**config.mk**
```make
export PLATFORM = sky130hd
export DESIGN_NAME = xfer_end_seq
export DESIGN_NICKNAME = d
export VERILOG_FILES = /design/src/rtl/xfer_end_seq.sv
export SDC_FILE = /design/constraint.sdc
export NUM_CORES = 1
export LEC_CHECK = 0
export ABC_AREA = 1
export BUFFER_PORTS_ARGS = -buffer_cell sky130_fd_sc_hd__buf_2
export CAP_MARGIN = 15
export CORE_MARGIN = 2
export CORE_UTILIZATION = 46
export DETAILED_ROUTE_END_ITERATION = 10
export GPL_ROUTABILITY_DRIVEN = 0
export HOLD_SLACK_MARGIN = 0.08
export PLACE_DENSITY = 0.67
export SLEW_MARGIN = 25
export SYNTH_ARGS = -nofsm -noshare
export SYNTH_HDL_FRONTEND = slang
export SYNTH_SLANG_ARGS = --single-unit
```
**constraint.sdc**
```tcl
create_clock -name clk -period 2.7 [get_ports clk]
set_input_delay 0.135 -clock clk [delete_from_list [all_inputs] [get_ports clk]]
set_output_delay 0.135 -clock clk [all_outputs]
set_load 0.005 [all_outputs]
```
**src/rtl/xfer_end_seq.sv**
```systemverilog
module xfer_end_seq #(
  parameter int CNT_W = 16
) (
  input  logic             clk,
  input  logic             rst,
  input  logic             cfg_we,
  input  logic [1:0]       cfg_mode,
  input  logic             enable,
  input  logic             start,
  input  logic [CNT_W-1:0] xfer_cnt,
  input  logic             rd_start,
  input  logic             wr_start,
  input  logic             wr_done,
  output logic             end_n,
  output logic             done_irq,
  output logic             busy
);

  localparam logic [1:0] M_OFF   = 2'b00;
  localparam logic [1:0] M_RD    = 2'b01;
  localparam logic [1:0] M_WR    = 2'b10;
  localparam logic [1:0] M_PULSE = 2'b11;
  localparam logic [CNT_W-1:0] ONE = CNT_W'(1);

  typedef enum logic [1:0] {S_IDLE, S_RD, S_WR, S_WDONE} st_t;

  st_t              st;
  logic [CNT_W-1:0] rem;
  logic [1:0]       mode_q;
  logic             end_q;
  logic             irq_q;

  wire idle   = (st == S_IDLE);
  wire last   = (rem == ONE);
  wire go     = start & enable & idle & (xfer_cnt != '0);
  wire cfg_ok = cfg_we & ~enable & idle;

  always_ff @(posedge clk) begin
    if (rst) begin
      st     <= S_IDLE;
      rem    <= '0;
      mode_q <= M_OFF;
      end_q  <= 1'b1;
      irq_q  <= 1'b0;
    end else begin
      irq_q <= 1'b0;
      if (cfg_ok) mode_q <= cfg_mode;
      case (st)
        S_IDLE: begin
          end_q <= 1'b1;
          if (go) begin
            rem <= xfer_cnt;
            st  <= S_RD;
          end
        end
        S_RD: if (rd_start) begin
          st <= S_WR;
          if (last && mode_q == M_RD) end_q <= 1'b0;
        end
        S_WR: if (wr_start) begin
          st <= S_WDONE;
          if (last && mode_q == M_WR) end_q <= 1'b0;
        end
        S_WDONE: if (wr_done) begin
          rem <= rem - ONE;
          if (last) begin
            st    <= S_IDLE;
            irq_q <= 1'b1;
            end_q <= (mode_q != M_PULSE);
          end else begin
            st <= S_RD;
          end
        end
        default: st <= S_IDLE;
      endcase
    end
  end

  assign end_n    = end_q;
  assign done_irq = irq_q;
  assign busy     = ~idle;

endmodule


```
# --- Word level (Yosys, flattened, before mapping) ---
# Cells that the tools add are included.
# Widths: inputs -> output; s select.
totals:
  reg_bits: 22
  in_bits: 26
  output_inout_bits: 3
  word_cells: 55
op_classes:
  add_sub_neg: 1
  n_eq_ne: 14
  muxes: 17
  bitwise_logic: 9
  reduce_logical: 9
ops:
  columns: ["op", "n"]
  rows:
  - ["$mux 16", 2]
  - ["$pmux 16 s2", 1]
  - ["$eq 16x1->1 const B", 1]
  - ["$reduce_bool 16->1", 1]
  - ["$sub 16x1->16 const B", 1]
  - ["$ne 2x2->1 const B", 7]
  - ["$mux 1", 8]
  - ["$mux 2", 4]
  - ["$pmux 2 s4", 1]
  - ["$eq 2x2->1 const B", 3]
  - ["$reduce_and 6->1", 1]
  - ["$and 1x1->1", 5]
  - ["$eq 2x1->1 const B", 2]
  - ["$not 1->1", 4]
  - ["$pmux 1 s4", 1]
  - ["$reduce_and 4->1", 1]
  - ["$reduce_and 3->1", 1]
  - ["$reduce_or 3->1", 1]
  - ["$logic_and 1x1->1", 2]
  - ["$logic_not 2->1", 1]
  - ["$ne 2x1->1 const B", 1]
  - ["$reduce_bool 2->1", 1]

# --- Logic depth before layout (Yosys ltp) ---
# Gate-level depths: netlist of run 1.
depth:
  ltp_word: 5
  ltp_mapped: 10
  mapped_depth_nobuf: 10

# --- Worst setup path before layout of run 1 ---
# Ideal clock, no wire load.
synth_timing:
  path_kind: "reg2reg"
  start: "reg st[0]"
  end: "reg rem[3]"
  setup_time_ps: 117
  arrival_time_ps: 1377
  required_time_ps: 2583
  slack_ps: 1207
  path_stages_with_launch: 10
  n_path_buf: 1
  period_less_slack_ps: 1493
  path_cell_list: "dfxtp_1 > inv_1 > ha_1 > inv_1 > nand2_1 > nand2_4 > nand2_8 > buf_12 > nor3_1 > nor2_1"
synth_via:
  elab_chain_cells: 5
  elab_cells_between_ends: 9
  cone_classes: "eq/ne (3); mux (1); bitwise (2); reduce/logical (3)"
synth_rtl:
  columns: ["element", "line", "text"]
  rows:
  - ["start: declaration", "27", "st_t st;"]
  - ["start signal: assignment", "40", "st <= S_IDLE;"]
  - ["start signal: assignment", "53", "st <= S_RD;"]
  - ["start signal: assignment", "57", "st <= S_WR;"]
  - ["$logic_not 2->1", "33, 48", null]
  - ["$and 1x1->1 (2 in a row)", "35", "wire go = start & enable & idle & (xfer_cnt != '0);"]
  - ["$ne 2x1->1 (no line)", null, null]
  - ["$reduce_and 3->1 (no line)", null, null]
  - ["end signal: assignment", "52", "rem <= xfer_cnt;"]
  - ["end signal: assignment", "65", "rem <= rem - ONE;"]
  - ["end: declaration", "28", "logic [CNT_W-1:0] rem;"]
# Several ways; a longest one is shown, not always the timed one.
# A chain may end at the register's enable or synchronous reset.

# --- Worst setup path in the final report of run 1 ---
layout_timing:
  start: "reg st[1]"
  end: "reg rem[7]"
# Same word-level chain as after synthesis.

==> results of run 1 <==
[through the flow]
stage          util (%)  total power, µW  cell area, µm²  cells
2_1_floorplan         -             1020            1750    291
3_3_place_gp       52.1             1160            1910    361
3_5_place_dp       52.1             1170            1910    361
4_1_cts            53.6             1420            1960    365
5_1_grt            53.6             1570            1960    365
6_report           53.6             1420            1960    365
[final timing paths]
path	startpoint	endpoint	cells after the start	slack, ps
setup / recovery	st[1]	rem[7]	8	860
hold / removal	cfg_mode[1]	mode_q[1]	3	150
setup reg to reg	st[1]	rem[7]	8	860
hold reg to reg	end_n	end_n	2	470
[cell type report]
type	count	area (µm²)
inverters	31	116
repair buffers	29	148
well taps	48	60.1
clock buffers	4	55.1
multi-input cells	231	1140
fillers	380	1700
flip-flops and latches	22	440
[layout by cell type, fill, tap and decap left out, types with 2 or more instances in the layout]
cell      count
a21oi_1      14
a21oi_2       8
buf_2        28
clkbuf_8      4
dfxtp_1      22
ha_1          7
inv_1        30
nand2_1      90
nand2_2       8
nand3_1      23
nand4_1       2
nor2_1       47
nor2_2        7
nor2_4        3
o21ai_0      11
o21bai_1      2
or2_2         2
[metal layers]
layer	track usage, %	up-vias	routed length, µm
met5	0	-	0
met1	30.6	765	2100
met4	7.29	0	50
li1	-	960	-
met2	35.5	58	1880
met3	1.71	6	256
[cell families (layout without fill, tap and decap cells)]
family	count (synthesis)	in the layout	synth area share (%)
AO/OA/AOI/OAI	37	37	12.7
AND/OR/NAND/NOR	186	186	47.1
buffers and inverters	38	64	9.58
XOR/XNOR	1	1	0.500
adder cells (fa/ha/maj)	7	7	5.00
flip-flops	22	22	25.2
[state kept, by name, indices dropped and copies added, names as in the netlist]
name      cells
done_irq      1
end_n         1
mode_q        2
rem          16
st            2
[where the power goes]
group          internal (µW)  switching, µW  leakage (µW)
Clock                    130            118     0.0000288
Sequential               381           63.9      0.000180
Combinational            264            459      0.000739
[Yosys cell counts (2+ instances only)]
cell / instances
a21oi_1: 14
inv_1: 30
o21ai_0: 11
a21oi_2: 8
nand4_1: 2
nand2_2: 8
nand2_1: 90
clkbuf_1: 2
nor2_4: 3
nor2_2: 7
buf_4: 2
nand3_1: 23
ha_1: 7
nor2_1: 47
or2_2: 2
dfxtp_1: 22
o21bai_1: 2
[worst min-delay path, delay by kind of cell]
family | cells | cell delay [ps]
AOI/OAI and AO/OA | 2 | 170
buffers and inverters | 1 | 80
==> qor.txt, run 1 <==
Worst-margin pin slew = 611 ps
Die area = 4310 µm²
Mapped Avg Cell Area = 6.02 µm²
Drt pass-1 iters = 4
Nature of the critical path startpoint = flip-flop
Status = finished, final reports clean
Fin. max-slew vios = 0
FF+latch count, synth = 22
Row count = 22
Final clock skew = 3.09 ps
CTS tree = built
Max incr delay on CP = 520 ps
Critical Path RT = 2910 ps
Vias in the first global route = 1675
LEAKAGE = 0.000948 µW
Setup ws final = 860 ps
Max-cap viol count = 0
Layout cell share with drive strength beyond 1 = 20.2%
Die Y-Extent = 65.7 µm
Pre-CTS WS = 867 ps
Starting Density = 47.8%
Crit path capture type = flip-flop
DRC = 0
Yosys Warn Count = 0
CTS clk-pin slew, worst paths = 90 ps
Gates resized, CTS repair = 0
Num CTS Buffers = 3
Initial antenna violation count = 0
Max IR drop VDD = 315 µV
CP delay by family, top = compound AO/OA/AOI/OAI gates
Antenna diodes = 0
Crit path DAT = 2050 ps
DR vias = 1789
First-pass GRT wire length = 7450 µm
Setup tns final = 0 ps
WHS = 147 ps
Yosys top cell area share = 25.2%
Synth cell types = 28
Post-CTS Hold Buffers = 0
Worst-skew pair later-pin latency = 270 ps
Post-synth ARST share = 0%
EDFF count, synth = 0
Core area = 3660 µm²
Endpoints failing hold = 0
H-Tree Depth = 1
Post-route ant nets = 0
Setup violations, final = 0
Yosys top cell by area = dfxtp_1
Area grow syn2layout = 12.1%
Synth Flop Type = dfxtp_1
Via density = 4.90
Post-CTS setup buffers = 0
Clk sinks = 22
CP max FO = 12
Largest net degree at the start of global routing = 20
Cell count after synthesis = 291
Die width = 65.7 µm
Slowest CP cell = a21oi_2
DP Wirelength = 3230 µm
F_max = 544 MHz
Global route total overflow = 0
Seq/Total Area, Yosys = 25.2%
Nets@finish = 351
Wirelength per Cell = 11.7 µm
Final min period = 1840 ps
DR iter-0 viols = 104
Pwr dens = 722 nW/µm²
Port Buffer Count = 28
Total global-route track usage = 22.0%
Slew headroom = 59.3%
CP Buf/Inv Count = 2
WL final = 4280 µm
Syn Nets = 324
CTS max path bufs = 2
CTS Root Cell = clkbuf_8
Unrepaired setup endpoints after global routing = no
Setup CP Type = flip-flop to flip-flop
Crit path cell chain = inv_1 > ha_1 > inv_1 > nor2_2 > nand2_2 > a21oi_2 > nand2_1 > a21oi_2
Io pins = 29
Min-Delay Path Class = input port to flip-flop
Main area contributors after synthesis = dfxtp_1 25%, nand2_1 19%, nor2_1 10%
Fin crit share = 68.1%
Synthesized area = 1750 µm²
Power figures use the tool's default switching activity.
==> run 2: changes to the inputs <==
==> constraint.sdc (replaced) <==
create_clock -name clk -period 1.74 [get_ports clk]
set_input_delay 0.087 -clock clk [delete_from_list [all_inputs] [get_ports clk]]
set_output_delay 0.087 -clock clk [all_outputs]
set_load 0.005 [all_outputs]
==> run 2 against run 1 <==
Critical path depth is 1 higher. Clock power up 57%. Flip-flop and latch count did not move. Total power up 57%. Maximum frequency is 17% higher. Sequential power up 55%. Combinational power rose by 58%. Routed wire length is 0.93% higher. Utilization grew 0.82 points. Die area did not move. Highest routed layer unchanged.
==> qor.txt, run 2 (synthesis gave the netlist of run 1 again) <==
Antenna diodes = 0 (unchanged)
Switching Share = 45.3% (was 45.2%)
Grt met2 use = 36.4% (was 35.5%)
Max-cap viol count = 0 (unchanged)
Worst-skew pair later-pin latency = 270 ps (about the same)
DR vias = 1813 (was 1789)
Busiest grt layer = met2 (unchanged)
Endpoints failing hold = 0 (unchanged)
Die width = 65.7 µm (unchanged)
CTS tree = built (unchanged)
Cell with the most instances on the worst path = nand2_1
Crit path capture type = flip-flop (unchanged)
Worst-margin pin slew = 276 ps (was 611 ps)
Min-Delay Path Class = input port to flip-flop (unchanged)
Io pins = 29 (unchanged)
Utilization after layout = 54.4% (was 53.6%)
Nature of the critical path startpoint = flip-flop (unchanged)
F_max = 634 MHz (was 544 MHz)
DRC = 0 (unchanged)
DP Wirelength = 3330 µm (was 3230 µm)
Core area = 3660 µm² (unchanged)
Largest registers = rem x16, mode_q x2, st x2 (unchanged)
Wirelength per Cell = 11.7 µm (about the same)
Max incr delay on CP = 400 ps (was 520 ps)
Crit path cell chain = inv_1 > ha_1 > inv_1 > nand2_1 > a21oi_2 > buf_4 > nand2_1 > nand2_1 > nor2_1 (was inv_1 > ha_1 > inv_1 > nor2_2 > nand2_2 > a21oi_2 > nand2_1 > a21oi_2)
Unrepaired setup endpoints after global routing = no (unchanged)
CP Buf/Inv Count = 3 (was 2)
Setup ws final = 163 ps (was 860 ps)
NetSw = 1000 µW (was 640 µW)
Fin. max-slew vios = 0 (unchanged)
Crit path DAT = 1750 ps (was 2050 ps)
Die Y-Extent = 65.7 µm (unchanged)
Post-route ant nets = 0 (unchanged)
Max reg flops = 16 (unchanged)
Critical Path RT = 1920 ps (was 2910 ps)
Reg with most FFs = rem (unchanged)
Via density = 4.91 (was 4.90)
Reg2reg path depth = 9 (was 8)
Row count = 22 (unchanged)
Combinational power share = 51.4% (was 51.1%)
CP delay by family, top = buffers and inverters (was compound AO/OA/AOI/OAI gates)
Gates resized, CTS repair = 0 (unchanged)
Worst path depth = 9 (was 8)
Internal power = 1210 µW (was 775 µW)
Initial antenna violation count = 0 (unchanged)
Fin crit share = 90.6% (was 68.1%)
Hold Path Depth = 3 (unchanged)
Post-CTS Hold Buffers = 0 (unchanged)
Area grow syn2layout = 13.8% (was 12.1%)
Grt met1 use = 31.8% (was 30.6%)
CTS max path bufs = 2 (unchanged)
Clock power share = 17.6% (was 17.5%)
H-Tree Depth = 1 (unchanged)
Slowest CP cell = dfxtp_1 (was a21oi_2)
First-pass GRT wire length = 7430 µm (was 7450 µm)
Grt met3 use = 3.08% (was 1.71%)
Max IR drop VDD = 520 µV (was 315 µV)
Setup tns final = 0 ps (unchanged)
Vias in the first global route = 1639 (was 1675)
Setup violations, final = 0 (unchanged)
Status = finished, final reports clean (unchanged)
Post-CTS setup buffers = 0 (unchanged)
Clk sinks = 22 (unchanged)
Commonest non-fill, non-tap cell in the layout = nand2_1 (unchanged)
Slew headroom = 81.6% (was 59.3%)
CP max FO = 12 (unchanged)
Total global-route track usage = 22.6% (was 22.0%)
Pwr dens = 1110 nW/µm² (was 722 nW/µm²)
Final min period = 1580 ps (was 1840 ps)
Most frequent cells in the layout = 90 x nand2_1, 47 x nor2_1, 30 x inv_1 (unchanged)
LEAKAGE = 0.000967 µW (was 0.000948 µW)
Die area = 4310 µm² (unchanged)
Power, Total = 2220 µW (was 1420 µW)
FILL cells = 397 (was 380)
Layout cell share with drive strength beyond 1 = 21.2% (was 20.2%)
Setup CP Type = flip-flop to flip-flop (unchanged)
CTS Root Cell = clkbuf_8 (unchanged)
Port Buffer Count = 28 (unchanged)
WL final = 4320 µm (was 4280 µm)
Final clock skew = 4.23 ps (was 3.09 ps)
Num CTS Buffers = 3 (unchanged)
Drt pass-1 iters = 4 (unchanged)
Starting Density = 47.8% (unchanged)
Pre-CTS WS = 181 ps (was 867 ps)
Largest net degree at the start of global routing = 20 (unchanged)
DR iter-0 viols = 123 (was 104)
Global route total overflow = 0 (unchanged)
Sequential power share = 31.1% (was 31.4%)
CTS clk-pin slew, worst paths = 90 ps (about the same)
Nets@finish = 355 (was 351)
-- run 2: power groups by stage --
stage | registers, µW | clock network [µW] | logic (µW)
3_5_place_dp | 700 | 0 | 1140
5_1_grt | 703 | 419 | 1320
3_3_place_gp | 699 | 0 | 1120
6_report | 689 | 390 | 1140
4_1_cts | 689 | 392 | 1140
2_1_floorplan | 677 | 0 | 913
-- run 2: layout make-up --
| type | count | area [µm²] | area share (%) |
|---|---|---|---|
| Multi-Input combinational cell | 231 | 1140 | 57.3 |
| Sequential cell | 22 | 440 | 22.1 |
| Timing Repair Buffer | 33 | 178 | 8.92 |
| Inverter | 31 | 116 | 5.84 |
| Tap cell | 48 | 60.1 | 3.02 |
| Clock buffer | 4 | 55.1 | 2.76 |
-- run 2: path summary, 6_finish.rpt --
path	start	end	slack, ps
worst max register to register	st[0]	rem[2]	160
worst min-delay path	cfg_mode[0]	mode_q[0]	90
worst min register to register	end_n	end_n	470
worst max-delay path	st[0]	rem[2]	160
-- run 2: worst reg2reg max path: cells and delay by family, from the launching register on --
kind            cells  cell delay (ps)
flops               1              400
compound gates      1              150
fa+ha+maj           1              230
simple gates        4              280
buf+inv             3              410
-- run 2: metrics by stage --
stage / hold slack (ps) / std cells / cell area [µm²]
after CTS: 101 / 369 / 1990
after floorplan: 236 / 291 / 1750
after global placement: 378 / 365 / 1940
after global routing: 127 / 369 / 1990
after detailed placement: 387 / 365 / 1940
final: 90.0 / 369 / 1990
-- run 2: metal layers --
metal / share of wire, % / routed length, µm
met1: 50 / 2160
met2: 45 / 1930
met3: 4.5 / 193
met4: 0.95 / 41
met5: 0 / 0
